--- config.mk ---
export PLATFORM = sky130hd
export DESIGN_NAME = tick_prescaler
export DESIGN_NICKNAME = d
export VERILOG_FILES = /design/src/rtl/tick_pkg.sv /design/src/rtl/tick_mc_decode.sv /design/src/rtl/tick_rate_select.sv /design/src/rtl/tick_divider.sv /design/src/rtl/tick_prescaler.sv
export SDC_FILE = /design/constraint.sdc
export NUM_CORES = 1
export LEC_CHECK = 0
export ABC_AREA = 1
export BUFFER_PORTS_ARGS = -buffer_cell sky130_fd_sc_hd__buf_2
export CAP_MARGIN = 10
export CORE_UTILIZATION = 30
export DETAILED_ROUTE_END_ITERATION = 8
export PLACE_DENSITY = 0.48
export SLEW_MARGIN = 20
export SYNTH_ARGS = -nofsm -noshare
export SYNTH_HDL_FRONTEND = slang
export SYNTH_HIERARCHICAL = 1
export SYNTH_SLANG_ARGS = --single-unit
--- constraint.sdc ---
create_clock -name clk -period 1.9 [get_ports clk]
set_clock_uncertainty 0.05 [all_clocks]
set_input_delay 0.38 -clock clk [delete_from_list [all_inputs] [get_ports clk]]
set_output_delay 0.38 -clock clk [all_outputs]
set_load 0.1 [all_outputs]
--- src/rtl/tick_pkg.sv ---
package tick_pkg;

  typedef enum logic [1:0] {
    CH_TMR  = 2'd0,
    CH_BAUD = 2'd1,
    CH_SER0 = 2'd2,
    CH_SER2 = 2'd3
  } chan_kind_e;

  localparam int unsigned SH_W   = 5;
  localparam int unsigned NUM_TMR = 3;
  localparam int unsigned NUM_CH  = NUM_TMR + 3;

  function automatic chan_kind_e kind_of(input int idx);
    if (idx < int'(NUM_TMR))           return CH_TMR;
    else if (idx == int'(NUM_TMR))     return CH_BAUD;
    else if (idx == int'(NUM_TMR) + 1) return CH_SER0;
    else                               return CH_SER2;
  endfunction

endpackage

--- src/rtl/tick_mc_decode.sv ---
module tick_mc_decode
  import tick_pkg::*;
#(
  parameter int unsigned LP_SH0 = 2,
  parameter int unsigned LP_SH1 = 6,
  parameter int unsigned LP_SH2 = 8,
  parameter int unsigned LP_SH3 = 10
) (
  input  logic [1:0]      lp_div,
  output logic [SH_W-1:0] mc_shift
);

  always_comb begin
    unique case (lp_div)
      2'b00:   mc_shift = SH_W'(LP_SH0);
      2'b01:   mc_shift = SH_W'(LP_SH1);
      2'b10:   mc_shift = SH_W'(LP_SH2);
      default: mc_shift = SH_W'(LP_SH3);
    endcase
  end

endmodule

--- src/rtl/tick_rate_select.sv ---
module tick_rate_select
  import tick_pkg::*;
#(
  parameter chan_kind_e KIND    = CH_TMR,
  parameter int unsigned PER_W  = 15,
  parameter int unsigned LP_MIN = 4,
  parameter int unsigned FS_TMR_LEGACY = 12,
  parameter int unsigned FS_TMR_QUAD   = 4,
  parameter int unsigned FS_BAUD       = 2,
  parameter int unsigned FS_SER0_SLOW  = 12,
  parameter int unsigned FS_SER0_FAST  = 4,
  parameter int unsigned FS_SER2_SLOW  = 64,
  parameter int unsigned FS_SER2_FAST  = 32
) (
  input  logic             clk,
  input  logic             rst_n,
  input  logic             lp_en,
  input  logic [SH_W-1:0]  mc_shift,
  input  logic [1:0]       sel,
  output logic [PER_W-1:0] period
);

  logic [PER_W-1:0] fs_per;
  logic [PER_W-1:0] lp_mult;

  generate
    if (KIND == CH_TMR) begin : g_tmr
      always_comb begin
        unique case (sel)
          2'b00:   fs_per = PER_W'(FS_TMR_LEGACY);
          2'b01:   fs_per = PER_W'(FS_TMR_QUAD);
          default: fs_per = PER_W'(1);
        endcase
        lp_mult = (sel == 2'b00) ? PER_W'(3) : PER_W'(1);
      end
    end else if (KIND == CH_BAUD) begin : g_baud
      always_comb begin
        fs_per  = PER_W'(FS_BAUD);
        lp_mult = PER_W'(2);
      end
    end else if (KIND == CH_SER0) begin : g_ser0
      always_comb begin
        fs_per  = sel[0] ? PER_W'(FS_SER0_FAST) : PER_W'(FS_SER0_SLOW);
        lp_mult = sel[0] ? PER_W'(1) : PER_W'(3);
      end
    end else begin : g_ser2
      always_comb begin
        fs_per  = sel[0] ? PER_W'(FS_SER2_FAST) : PER_W'(FS_SER2_SLOW);
        lp_mult = sel[0] ? PER_W'(8) : PER_W'(16);
      end
    end
  endgenerate

  assign period = lp_en ? (lp_mult << mc_shift) : fs_per;

  // Low-power periods never fall below the shortest machine cycle.
  assert_lp_floor_R3: assert property (@(posedge clk) disable iff (!rst_n)
    lp_en |-> (period >= PER_W'(LP_MIN)));

endmodule

--- src/rtl/tick_divider.sv ---
module tick_divider #(
  parameter int unsigned PER_W = 15
) (
  input  logic             clk,
  input  logic             rst_n,
  input  logic [PER_W-1:0] period_i,
  output logic             tick_o
);

  logic [PER_W-1:0] per_q;
  logic [PER_W-1:0] cnt_q;
  logic             reload;
  logic             wrap;

  assign reload = (period_i != per_q);
  assign wrap   = (cnt_q == per_q - PER_W'(1));

  always_ff @(posedge clk or negedge rst_n) begin
    if (!rst_n) begin
      per_q  <= '0;
      cnt_q  <= '0;
      tick_o <= 1'b0;
    end else if (reload) begin
      per_q  <= period_i;
      cnt_q  <= '0;
      tick_o <= 1'b0;
    end else if (wrap) begin
      cnt_q  <= '0;
      tick_o <= 1'b1;
    end else begin
      cnt_q  <= cnt_q + PER_W'(1);
      tick_o <= 1'b0;
    end
  end

  assert_pulse_single_R8: assert property (@(posedge clk) disable iff (!rst_n)
    (tick_o && per_q > PER_W'(1)) |=> !tick_o);

  assert_cnt_bound_R8: assert property (@(posedge clk) disable iff (!rst_n)
    (per_q != '0) |-> (cnt_q < per_q));

  assert_restart_quiet_R9: assert property (@(posedge clk) disable iff (!rst_n)
    (period_i != per_q) |=> (!tick_o && cnt_q == '0));

endmodule

--- src/rtl/tick_prescaler.sv ---
module tick_prescaler
  import tick_pkg::*;
#(
  parameter int unsigned LP_SH0 = 2,
  parameter int unsigned LP_SH1 = 6,
  parameter int unsigned LP_SH2 = 8,
  parameter int unsigned LP_SH3 = 10
) (
  input  logic       clk,
  input  logic       rst_n,
  input  logic       lp_en,
  input  logic [1:0] lp_div,
  input  logic [1:0] tmr_sel0,
  input  logic [1:0] tmr_sel1,
  input  logic [1:0] tmr_sel2,
  input  logic       ser0_fast,
  input  logic       ser2_dbl,
  output logic       tick_tmr0,
  output logic       tick_tmr1,
  output logic       tick_tmr2,
  output logic       tick_baud,
  output logic       tick_ser0,
  output logic       tick_ser2
);

  localparam int unsigned MAX_PER = 16 << LP_SH3;
  localparam int unsigned PER_W   = $clog2(MAX_PER + 1);
  localparam int unsigned LP_MIN  = 1 << LP_SH0;

  logic [SH_W-1:0]  mc_shift;
  logic [1:0]       sel_arr    [NUM_CH];
  logic [PER_W-1:0] period_arr [NUM_CH];
  logic [NUM_CH-1:0] tick_vec;

  tick_mc_decode #(
    .LP_SH0(LP_SH0), .LP_SH1(LP_SH1), .LP_SH2(LP_SH2), .LP_SH3(LP_SH3)
  ) u_mc (
    .lp_div  (lp_div),
    .mc_shift(mc_shift)
  );

  always_comb begin
    sel_arr[0] = tmr_sel0;
    sel_arr[1] = tmr_sel1;
    sel_arr[2] = tmr_sel2;
    sel_arr[3] = tmr_sel2;
    sel_arr[4] = {1'b0, ser0_fast};
    sel_arr[5] = {1'b0, ser2_dbl};
  end

  generate
    for (genvar i = 0; i < int'(NUM_CH); i++) begin : g_ch
      localparam chan_kind_e K = kind_of(i);

      tick_rate_select #(
        .KIND  (K),
        .PER_W (PER_W),
        .LP_MIN(LP_MIN)
      ) u_sel (
        .clk     (clk),
        .rst_n   (rst_n),
        .lp_en   (lp_en),
        .mc_shift(mc_shift),
        .sel     (sel_arr[i]),
        .period  (period_arr[i])
      );

      tick_divider #(
        .PER_W(PER_W)
      ) u_div (
        .clk     (clk),
        .rst_n   (rst_n),
        .period_i(period_arr[i]),
        .tick_o  (tick_vec[i])
      );
    end
  endgenerate

  assign tick_tmr0 = tick_vec[0];
  assign tick_tmr1 = tick_vec[1];
  assign tick_tmr2 = tick_vec[2];
  assign tick_baud = tick_vec[3];
  assign tick_ser0 = tick_vec[4];
  assign tick_ser2 = tick_vec[5];

  // The baud period must not follow the timer-2 selection bits.
  assert_baud_sel_ignored_R5: assert property (@(posedge clk) disable iff (!rst_n)
    (!$stable(tmr_sel2) && $stable(lp_en) && $stable(lp_div))
      |-> $stable(period_arr[3]));

endmodule

### Word level (Yosys, flattened, before mapping)

Cells that the tools add are included.

* add/subtract/negate cells: 12
* eq/ne operators: 17
* shift operators: 6
* multiplexer cells: 41
* reductions and logical operators: 4

Operators by type and width (count)
* $mux 15: 18
* $add 15x1->15 const B: 6
* $eq 15x15->1: 6
* $ne 15x15->1: 6
* $sub 15x1->15 const B: 6
* $shl 15x4->15: 5
* $pmux 4 s2: 3
* $shl 2x4->15 const A: 1
* $mux 1: 12
* $pmux 4 s3: 1
* $eq 2x1->1 const B: 4
* $logic_not 2->1: 4
* $mux 2: 4
* $mux 7: 1
* $mux 5: 1
* $mux 4: 1
* $eq 2x2->1 const B: 1

* register bits: 186
* bits of input ports: 13
* output and inout port bits: 6
* logic and storage cells: 98

### Longest topological paths before layout

Gate-level depths: netlist of the first run.

* word-level depth: 6
* mapped depth: 15
* mapped depth without buffers: 14

### Cells and area by module

Netlist of the first run, hierarchy kept.

Modules (own cells, without submodules)
* tick_divider (g_ch[0].u_div ...): times used 5, cells each 277, area each 2024.4 um2, seq. area each 775.7 um2
* tick_divider (g_ch[5].u_div): times used 1, cells each 255, area each 2014.4 um2, seq. area each 775.7 um2
* tick_rate_select (g_ch[0].u_sel ...): times used 3, cells each 54, area each 261.5 um2, seq. area each 0.0 um2
* tick_rate_select (g_ch[5].u_sel): times used 1, cells each 46, area each 232.7 um2, seq. area each 0.0 um2
* tick_rate_select (g_ch[4].u_sel): times used 1, cells each 42, area each 203.9 um2, seq. area each 0.0 um2
* tick_rate_select (g_ch[3].u_sel): times used 1, cells each 35, area each 165.2 um2, seq. area each 0.0 um2
* tick_mc_decode: times used 1, cells each 7, area each 33.8 um2, seq. area each 0.0 um2
* tick_prescaler: times used 1, cells each 1, area each 3.8 um2, seq. area each 0.0 um2

### Worst setup path before layout of the first run

Ideal clock, no wire load.

* kind: input-to-reg
* from: in lp_div[0]
* to: reg g_ch[5].u_div.cnt_q[13]
* library setup time: 0.069 ns
* arrival time: 3.175 ns
* required time: 1.781 ns
* slack: -1.394 ns
* stages on the path: 11
* path buffers: 1
* path through: inv_1 > nor2_1 > inv_2 > nand3_1 > o21bai_1 > xnor2_1 > nand3_1 > nor4_1 > nand2_2 > buf_12 > nor2_2

RTL lines
* start, declared: RTL line tick_prescaler.sv:12 `input logic [1:0] lp_div,`
* end signal, assigned: RTL line tick_divider.sv:31 `cnt_q <= cnt_q + PER_W'(1);`
* end, declared: RTL line tick_divider.sv:11 `logic [PER_W-1:0] cnt_q;`

### Final worst setup path of the first run

* from: reg g_ch[0].u_div.per_q[1]
* to: reg g_ch[0].u_div.cnt_q[6]

* longest elaborated chain between the ends: 4
* elaborated cells between the ends (all ways): 5
* classes of those cells: add/sub: 1; eq/ne: 2; mux: 2

Ends and longest elaborated chain
* start, declared: RTL line tick_divider.sv:10 `logic [PER_W-1:0] per_q;`
* start signal, assigned: RTL line tick_divider.sv:24 `per_q <= period_i;`
* $sub 15x1->15: RTL line tick_divider.sv:16 `assign wrap = (cnt_q == per_q - PER_W'(1));`
* $eq 15x15->1: RTL line tick_divider.sv:16
* $mux 15: RTL line tick_divider.sv:27 `end else if (wrap) begin`
* $mux 15 *: RTL line tick_divider.sv:23 `end else if (reload) begin`
* end signal, assigned: RTL line tick_divider.sv:31
* end, declared: RTL line tick_divider.sv:11

Every way passes the cells marked *; elsewhere a longest branch is shown, timed or not.
A chain may end at the register's enable or synchronous reset.

==> results.cfg, run 1 <==
[placed_design]
port_buffers = 18
post-place-ws_ps = -567
gp_congestion = 0.836
hpwl_um = 25000

[timing]
fin_ws_ps = -138
timing.fmax_mhz = 491
hold_viol = 0
period_needed_ps = 2040
setup_viol = 75
finalCritPeriodShare_pct = 107
final_max_slew_viol_count = 0
rsz0062_at_grt = yes

[cts]
cts_sinks = 186
clock_latency_ps = 490
htreeDepth = 4
clk_pin_slew_ps = 70
cts_buffer_depth = 2
cts_buffers = 17
cts_tree = done
clock-root-buffer = clkbuf_16

[detailed_routing]
via_per_inst = 4.32
drt_pass1_iterations = 5
drc = 0
vias = 11700
wl_per_cell_um = 12.1
antenna_left = 0
drt-initial-drc-count = 563
drt_wl_total_um = 32600

[worst_setup_path]
cp-end-kind = register
required_ps = 2220
cp_max_fo = 7
cp_slowest_cell = dfrtp_1
worst_ep_arrival_time_ps = 2360
cpMostUsedCell = nand2_1
cp_top_family = simple AND/OR/NAND/NOR gates
crit_buf_inv = 3
max_stage_delay_ps = 400
critPathKind = register to register
critPathLaunchType = register
path_cells = inv_2 -> ha_4 -> inv_2 -> nand2_2 -> nand2_1 -> nor2_1 -> nand2_1 -> nor2_1 -> nand2_1 -> nor2_2 -> nand3_2 -> o21bai_4 -> clkbuf_16 -> nor2_2

[global_route]
grt_max_degree = 66
grt_pass1_wl_um = 55700
grt-ovfl-total = 0
grt_usage_pct = 14.9
grt_pass1_vias = 11600
grt_antenna_before_repair = 1

[floorplan]
initial_core_util_pct = 30.5
core_um2 = 44400
fp.dieH_um = 215
die_w_um = 215
die_area_um2 = 46000
rows = 77
io-pin-count = 19

[status]
status = finished with violations
violations = setup timing

[synth]
ys_warn_count = 6
syn_area_um2 = 13600
avgSynthCellArea_um2 = 7.02
synth_cells = 1932

[cells_and_area]
antenna_cells = 0
seq_area_um2 = 4660
nFillCells = 4614
area.growth.synth_to_final_pct = 27.0
multi_input_area_um2 = 8230
final_util_pct = 38.8
layout-drive-gt1-share_pct = 28.0
nNetsFinal = 2127

[run]
max_cap_violations = 0

[power_and_ir_drop]
leakagePower_nw = 8.17
p_per_area_nw_per_um2 = 569
max-vdd-ir-drop_mv = 0.725

[min_path]
holdCritPathClass = input port to register
-- report_power, final --
group	switching, mW	internal, mW
sequential	0.0874	4.02
clock	1.72	2.02
combinational	1.12	0.826
total	2.93	6.86
-- cell usage in the layout, fill, tap and decap left out, types with 19 or more instances in the layout --
cell type / instances
xnor2_1: 125
xor2_1: 78
nand3_1: 83
nand2_1: 529
inv_1: 178
nand2_2: 36
nand3b_1: 24
clkbuf_16: 20
nand4_1: 28
buf_4: 217
nand3_2: 19
dfrtp_1: 178
nor2_4: 49
nor2_2: 104
inv_2: 30
nor2_1: 222
-- flip-flops by register name (all words and copies together), names as in the netlist --
signal,cells
g_ch.u_div/per_q,90
g_ch.u_div/cnt_q,90
g_ch.u_div/tick_o,6
-- repair_timing --
| item | in CTS | in global routing |
|---|---|---|
| endpoints found under the hold margin | 186 | 0 |
| pin swaps | 17 | 35 |
| setup buffers | 8 | 13 |
| hold buffers | 1 | 0 |
| setup endpoints to repair | 88 | 96 |
| resized for setup | 47 | 150 |
| cloned | 0 | 3 |
-- worst paths after layout --
kind / end / start / cells after the start / slack [ps]
max: g_ch[0].u_div/cnt_q[6] / g_ch[0].u_div/per_q[1] / 14 / -140
min: g_ch[0].u_div/per_q[3] / tmr_sel0[1] / 4 / 230
max reg2reg: g_ch[0].u_div/cnt_q[6] / g_ch[0].u_div/per_q[1] / 14 / -140
min reg2reg: g_ch[1].u_div/cnt_q[0] / g_ch[1].u_div/cnt_q[0] / 1 / 440
max in group asynchronous: g_ch[5].u_div/per_q[8] / rst_n / 3 / 990
min in group asynchronous: g_ch[4].u_div/cnt_q[4] / rst_n / 3 / 420
-- layer usage --
metal | GRT usage, % | part of all wire [%]
met5 | 0 | 0.040
met4 | 4.14 | 1.3
met3 | 3.72 | 2.7
met2 | 24.2 | 46
met1 | 19.6 | 50
-- per-stage QoR --
step	instance area, um^2	setup TNS (ps)	total power, mW	cells	hold slack [ps]
6_report	17200	-5440	9.79	2705	230
5_1_grt	17200	-18580	10.3	2705	222
4_1_cts	16500	-5170	9.81	2690	183
3_5_place_dp	15700	-48230	5.86	2649	377
3_3_place_gp	15700	-46410	5.84	2649	376
2_1_floorplan	13600	-24770	5.31	1935	34.4
-- tightest hold or removal path, cell delays in order --
cell and delay (ps):
buf_2 130, nor2_2 60, nand2_1 50, nand2_1 80
-- final cells by class --
type | instances | area share (%)
clock buffer | 20 | 2.65
clock inverter | 12 | 0.807
inverter | 210 | 4.67
multi-input combinational | 1425 | 47.8
sequential | 186 | 27.1
tap | 592 | 4.30
timing repair buffer | 260 | 12.6
Note: power is estimated with default switching activity, not from simulation.
==> inputs of run 2 (changes only) <==
--- a/config.mk
+++ b/config.mk
@@ -10,7 +10,7 @@
 export CAP_MARGIN = 10
 export CORE_UTILIZATION = 30
 export DETAILED_ROUTE_END_ITERATION = 8
-export PLACE_DENSITY = 0.48
+export PLACE_DENSITY = 0.47
 export SLEW_MARGIN = 20
 export SYNTH_ARGS = -nofsm -noshare
 export SYNTH_HDL_FRONTEND = slang
==> constraint.sdc (replaced) <==
create_clock -name clk -period 2.5 [get_ports clk]
set_clock_uncertainty 0.05 [all_clocks]
set_input_delay 0.5 -clock clk [delete_from_list [all_inputs] [get_ports clk]]
set_output_delay 0.5 -clock clk [all_outputs]
set_load 0.1 [all_outputs]
==> results.cfg, run 2 (same netlist as run 1, synthesis figures left out) <==
[floorplan]
initial_core_util_pct = 30.5
rows = 77
fp.dieH_um = 215
io-pin-count = 19
core_um2 = 44400
die_area_um2 = 46000
die_w_um = 215

[cells_and_area]
final_cell_mix = nand2_1, nor2_1, inv_1
final_cells = 2509
top_regs = g_ch.u_div/cnt_q x90, g_ch.u_div/per_q x90, g_ch.u_div/tick_o x6
final_common_cell = nand2_1
layout-drive-gt1-share_pct = 12.8
area.growth.synth_to_final_pct = 10.1
nNetsFinal = 1930

[detailed_routing]
wl_per_cell_um = 12.2
via_per_inst = 4.39
antenna_left = 0
drc = 0
vias = 11000
drt-initial-drc-count = 622
drt_wl_total_um = 30500
drt_pass1_iterations = 5

[cts]
clock_latency_ps = 450
cts_buffer_depth = 2
ctsResizeCount = 0
clk_pin_slew_ps = 70
cts_buffers = 17
cts_sinks = 186
clock-root-buffer = clkbuf_16
htreeDepth = 4
cts_tree = done

[worst_setup_path]
ff2ff_setup_slack_ps = 240
cp_max_fo = 15
cp-end-kind = register
critPathLaunchType = register
ff2ff_path_depth = 11
required_ps = 2760
worst_ep_arrival_time_ps = 2520
critPathKind = register to register

[global_route]
grt-ovfl-total = 0
grt_antenna_before_repair = 4
grt_pass1_wl_um = 52900
grt_pass1_vias = 10800
grt_usage_pct = 13.9
grt_max_degree = 61

[timing]
relSlewSlack_pct = 63.3
period_needed_ps = 2260
finalCritPeriodShare_pct = 90.5
setup_viol = 0
final_max_slew_viol_count = 0
timing.fmax_mhz = 442
worstMarginPinSlew_ps = 550
rsz0062_at_grt = no
hold_slack_ps = 337
hold_viol = 0

[power_and_ir_drop]
leakagePower_nw = 7.05
p_per_area_nw_per_um2 = 471
max-vdd-ir-drop_mv = 0.454
finalPower_mw = 7.02

[placed_design]
place_inst = 2474
port_buffers = 18
gp_congestion = 0.798
hpwl_um = 23900

[status]
status = finished clean

[min_path]
holdCritPathClass = input port to register
hold_depth = 4

[run]
max_cap_violations = 0
-- run 2: changes by cell type in the layout (fill, tap and decap cells not counted), sizes merged --
cell      before  now
buf          253   61
clkbuf        26   22
inv          213  210
clkinv         3    5
diode          0    2
clkinvlp       4    3
-- run 2: final cells by class --
cell class,count,area (um^2)
Antenna cell,2,5.00
Fill cell,4683,29500
Clock inverter,10,119
Clock buffer,21,470
Tap cell,592,741
Inverter,210,788
Multi-Input combinational cell,1425,7590
Timing Repair Buffer,63,552
Sequential cell,186,4650
-- run 2: stage by stage --
step                      area (um^2)  worst slack (ps)  util [%]  setup TNS [ps]
after global placement          14300              -136      32.2           -7340
after detailed placement        14300              -198      32.2           -9130
final                           14900               238      33.6               0
after global routing            14900              14.2      33.6               0
after CTS                       14900               210      33.5               0
after floorplan                 13600              14.3         -               0
-- run 2: final timing paths --
| kind | start | endpoint |
|---|---|---|
| min in group asynchronous | rst_n | g_ch[1].u_div/cnt_q[7] |
| worst min register to register | g_ch[5].u_div/cnt_q[0] | g_ch[5].u_div/cnt_q[0] |
| max in group asynchronous | rst_n | g_ch[3].u_div/per_q[10] |
| worst min-delay path | tmr_sel2[0] | g_ch[2].u_div/per_q[3] |
| worst max-delay path | g_ch[1].u_div/per_q[0] | g_ch[1].u_div/cnt_q[12] |
| worst max register to register | g_ch[1].u_div/per_q[0] | g_ch[1].u_div/cnt_q[12] |
-- run 2: power breakdown --
group	internal [mW]	switching (mW)	leakage (nW)
Combinational	0.414	0.722	4.21
Clock	1.55	1.21	0.281
Sequential	3.06	0.0717	2.56
Total	5.02	2.00	7.05
-- run 2: critical path: stages (launching register included) --
cell and delay [ps]:
dfrtp_1 430, inv_1 130, ha_1 250, nand2_2 140
nor2_4 170, nand3_1 80, nand2_1 110, nand2_1 60
nor2_1 80, nand2_1 120, o21bai_4 440, nor2_1 80
-- run 2: what timing repair did --
action / in CTS / in global routing
setup buffers: 0 / 1
setup endpoints to repair: 0 / 1
hold buffers: 1 / 0
hold endpoints to repair: 4 / 0
-- run 2: per-layer routing --
layer	vias up	GRT usage [%]	part of all wire [%]
li1	5789	-	-
met1	5089	18.2	49
met2	110	23.2	46
met3	35	2.95	3.0
met4	4	3.67	1.3
met5	-	0	0.082
==> inputs of run 3 (changes only) <==
--- a/config.mk
+++ b/config.mk
@@ -10,7 +10,8 @@
 export CAP_MARGIN = 10
 export CORE_UTILIZATION = 30
 export DETAILED_ROUTE_END_ITERATION = 8
-export PLACE_DENSITY = 0.47
+export HOLD_SLACK_MARGIN = 0.06
+export PLACE_DENSITY = 0.48
 export SLEW_MARGIN = 20
 export SYNTH_ARGS = -nofsm -noshare
 export SYNTH_HDL_FRONTEND = slang
==> constraint.sdc (replaced) <==
create_clock -name clk -period 1.93 [get_ports clk]
set_clock_uncertainty 0.05 [all_clocks]
set_input_delay 0.386 -clock clk [delete_from_list [all_inputs] [get_ports clk]]
set_output_delay 0.386 -clock clk [all_outputs]
set_load 0.1 [all_outputs]
==> results.cfg, run 3 (same netlist as run 1, synthesis figures left out) <==
[timing]
setup_viol = 63
finalCritPeriodShare_pct = 105
timing.fmax_mhz = 492
period_needed_ps = 2030
hold_viol = 0
fin_ws_ps = -104
hold_slack_ps = 256
final_max_slew_viol_count = 0
rsz0062_at_grt = yes

[worst_setup_path]
crit_end = g_ch[0].u_div/cnt_q[9]
cp-end-kind = register
worst_ep_arrival_time_ps = 2320
crit_start = g_ch[0].u_div/per_q[1]
cp_max_fo = 7
cpMostUsedCell = nor2_2
cp_num_cells = 14
crit_buf_inv = 3
path_cells = inv_2 -> ha_4 -> inv_2 -> nand2_2 -> nand2_2 -> nor2_2 -> nand2_1 -> nor2_1 -> nand2_1 -> nor2_2 -> nand3_2 -> o21bai_4 -> clkbuf_16 -> nor2_2
cp_top_family = simple AND/OR/NAND/NOR gates
r2r_end = g_ch[0].u_div/cnt_q[9]
cp_slowest_cell = dfrtp_1
required_ps = 2220
ff2ff_path_depth = 14
max_stage_delay_ps = 390
critPathKind = register to register
critPathLaunchType = register
ff2ff_setup_slack_ps = -100
r2r-start = g_ch[0].u_div/per_q[1]

[detailed_routing]
top_layer = met5
antenna_left = 0
vias = 11700
drt-met1-wl_um = 16300
drc = 0
drt-initial-drc-count = 512
via_per_inst = 4.35
drt_wl_total_um = 32700
wl_met2_um = 15300
drt_pass1_iterations = 5
wl_per_cell_um = 12.1
wl_met3_um = 834

[placed_design]
port_buffers = 18
place_inst = 2643
post-place-ws_ps = -541
hpwl_um = 24900
gp_congestion = 0.836
dpl_cell_area_um2 = 15600

[global_route]
grt_pass1_vias = 11700
grt_antenna_before_repair = 1
grt_usage_pct = 14.6
grt_max_degree = 47
grt-ovfl-total = 0
grt_pass1_wl_um = 55300

[cells_and_area]
fin_area_um2 = 17200
top_regs = g_ch.u_div/cnt_q x90, g_ch.u_div/per_q x90, g_ch.u_div/tick_o x6
layout-drive-gt1-share_pct = 28.2
area.growth.synth_to_final_pct = 27.1
final_common_cell = nand2_1
final_cells = 2699
nFillCells = 4605
antenna_cells = 0
final_util_pct = 38.8
nNetsFinal = 2122
final_cell_mix = nand2_1, buf_4, nor2_1

[cts]
clock_latency_ps = 450
cts_buffers = 17
cts_tree = done
cts_sinks = 186
cts_buffer_depth = 2
clock-root-buffer = clkbuf_16
htreeDepth = 4
clk_pin_slew_ps = 70

[power_and_ir_drop]
p_int_mw = 7.02
switching_share_pct = 28.6
power_switching_mw = 2.81
p_per_area_nw_per_um2 = 571
seq_power_share_pct = 41.2
leakagePower_nw = 8.19
clock_power_share_pct = 38.9
comb_power_share_pct = 20.0
max-vdd-ir-drop_mv = 0.594

[floorplan]
fp.dieH_um = 215
die_w_um = 215
initial_core_util_pct = 30.5
die_area_um2 = 46000
rows = 77
io-pin-count = 19
core_um2 = 44400

[min_path]
holdCritPathClass = input port to register

[status]
status = finished with violations
violations = setup timing

[run]
max_cap_violations = 0
==> run 3: cell types whose count changed in the layout (fill, tap and decap cells not counted), sizes merged <==
cell / before / now
bufinv: 2 / 4
clkinvlp: 3 / 1
diode: 2 / 0
clkbuf: 22 / 24
buf: 61 / 250
inv: 210 / 211
==> run 3: timing repair <==
item / in CTS / in global routing
cloned: 1 / 3
gates resized for setup: 50 / 158
setup endpoints to repair: 95 / 96
hold buffers: 1 / 0
endpoints found under the hold margin: 40 / 0
pin swaps: 9 / 29
setup buffers: 11 / 12
==> run 3: per-layer routing <==
layer / GRT usage (%) / up-vias
li1: - / 6186
met3: 2.88 / 22
met1: 19.5 / 5447
met4: 3.48 / 2
met5: 0 / -
met2: 24.1 / 88
==> run 3: worst register-to-register path: cells and delay by family, from the launching register on <==
kind | cells | cell delay [ps]
compound gates | 1 | 220
fa+ha+maj | 1 | 270
buf+inv | 3 | 300
flops | 1 | 390
simple gates | 9 | 690
==> run 3: final cells by class <==
class / instances / area (um^2) / share of cell area [%]
Timing Repair Buffer: 255 / 2140 / 12.4
Clock inverter: 11 / 169 / 0.980
Inverter: 210 / 808 / 4.69
Clock buffer: 20 / 457 / 2.65
Sequential cell: 186 / 4660 / 27.1
Tap cell: 592 / 741 / 4.30
Multi-Input combinational cell: 1425 / 8250 / 47.9
==> run 3: worst min-delay path by stage <==
| stage | end | startpoint | slack [ps] | cells after the start |
|---|---|---|---|---|
| 2_1_floorplan | g_ch[0].u_div/cnt_q[0] | rst_n | 40 | 0 |
| 4_1_cts | g_ch[1].u_div/per_q[3] | tmr_sel1[0] | 230 | 4 |
| 3_3_place_gp | g_ch[4].u_div/cnt_q[6] | rst_n | 320 | 1 |
| 6_report | g_ch[1].u_div/per_q[3] | tmr_sel1[0] | 260 | 4 |
| 3_5_place_dp | g_ch[4].u_div/cnt_q[6] | rst_n | 320 | 1 |
| 5_1_grt | g_ch[2].u_div/per_q[0] | tmr_sel2[1] | 280 | 3 |
==> run 3: power by group through the flow <==
stage	clock network [mW]	registers [mW]	logic [mW]
global route	4.11	4.06	2.21
detailed placement	0	4.11	1.64
finish	3.82	4.05	1.96
floorplan	0	4.10	1.13
CTS	3.99	4.04	1.80
global placement	0	4.11	1.63
==> run 3: stage by stage <==
stage,power [mW],TNS [ps]
after CTS,9.82,-4050
after global routing,10.4,-14940
after detailed placement,5.75,-46810
after global placement,5.74,-45260
final,9.83,-3290
after floorplan,5.22,-22460
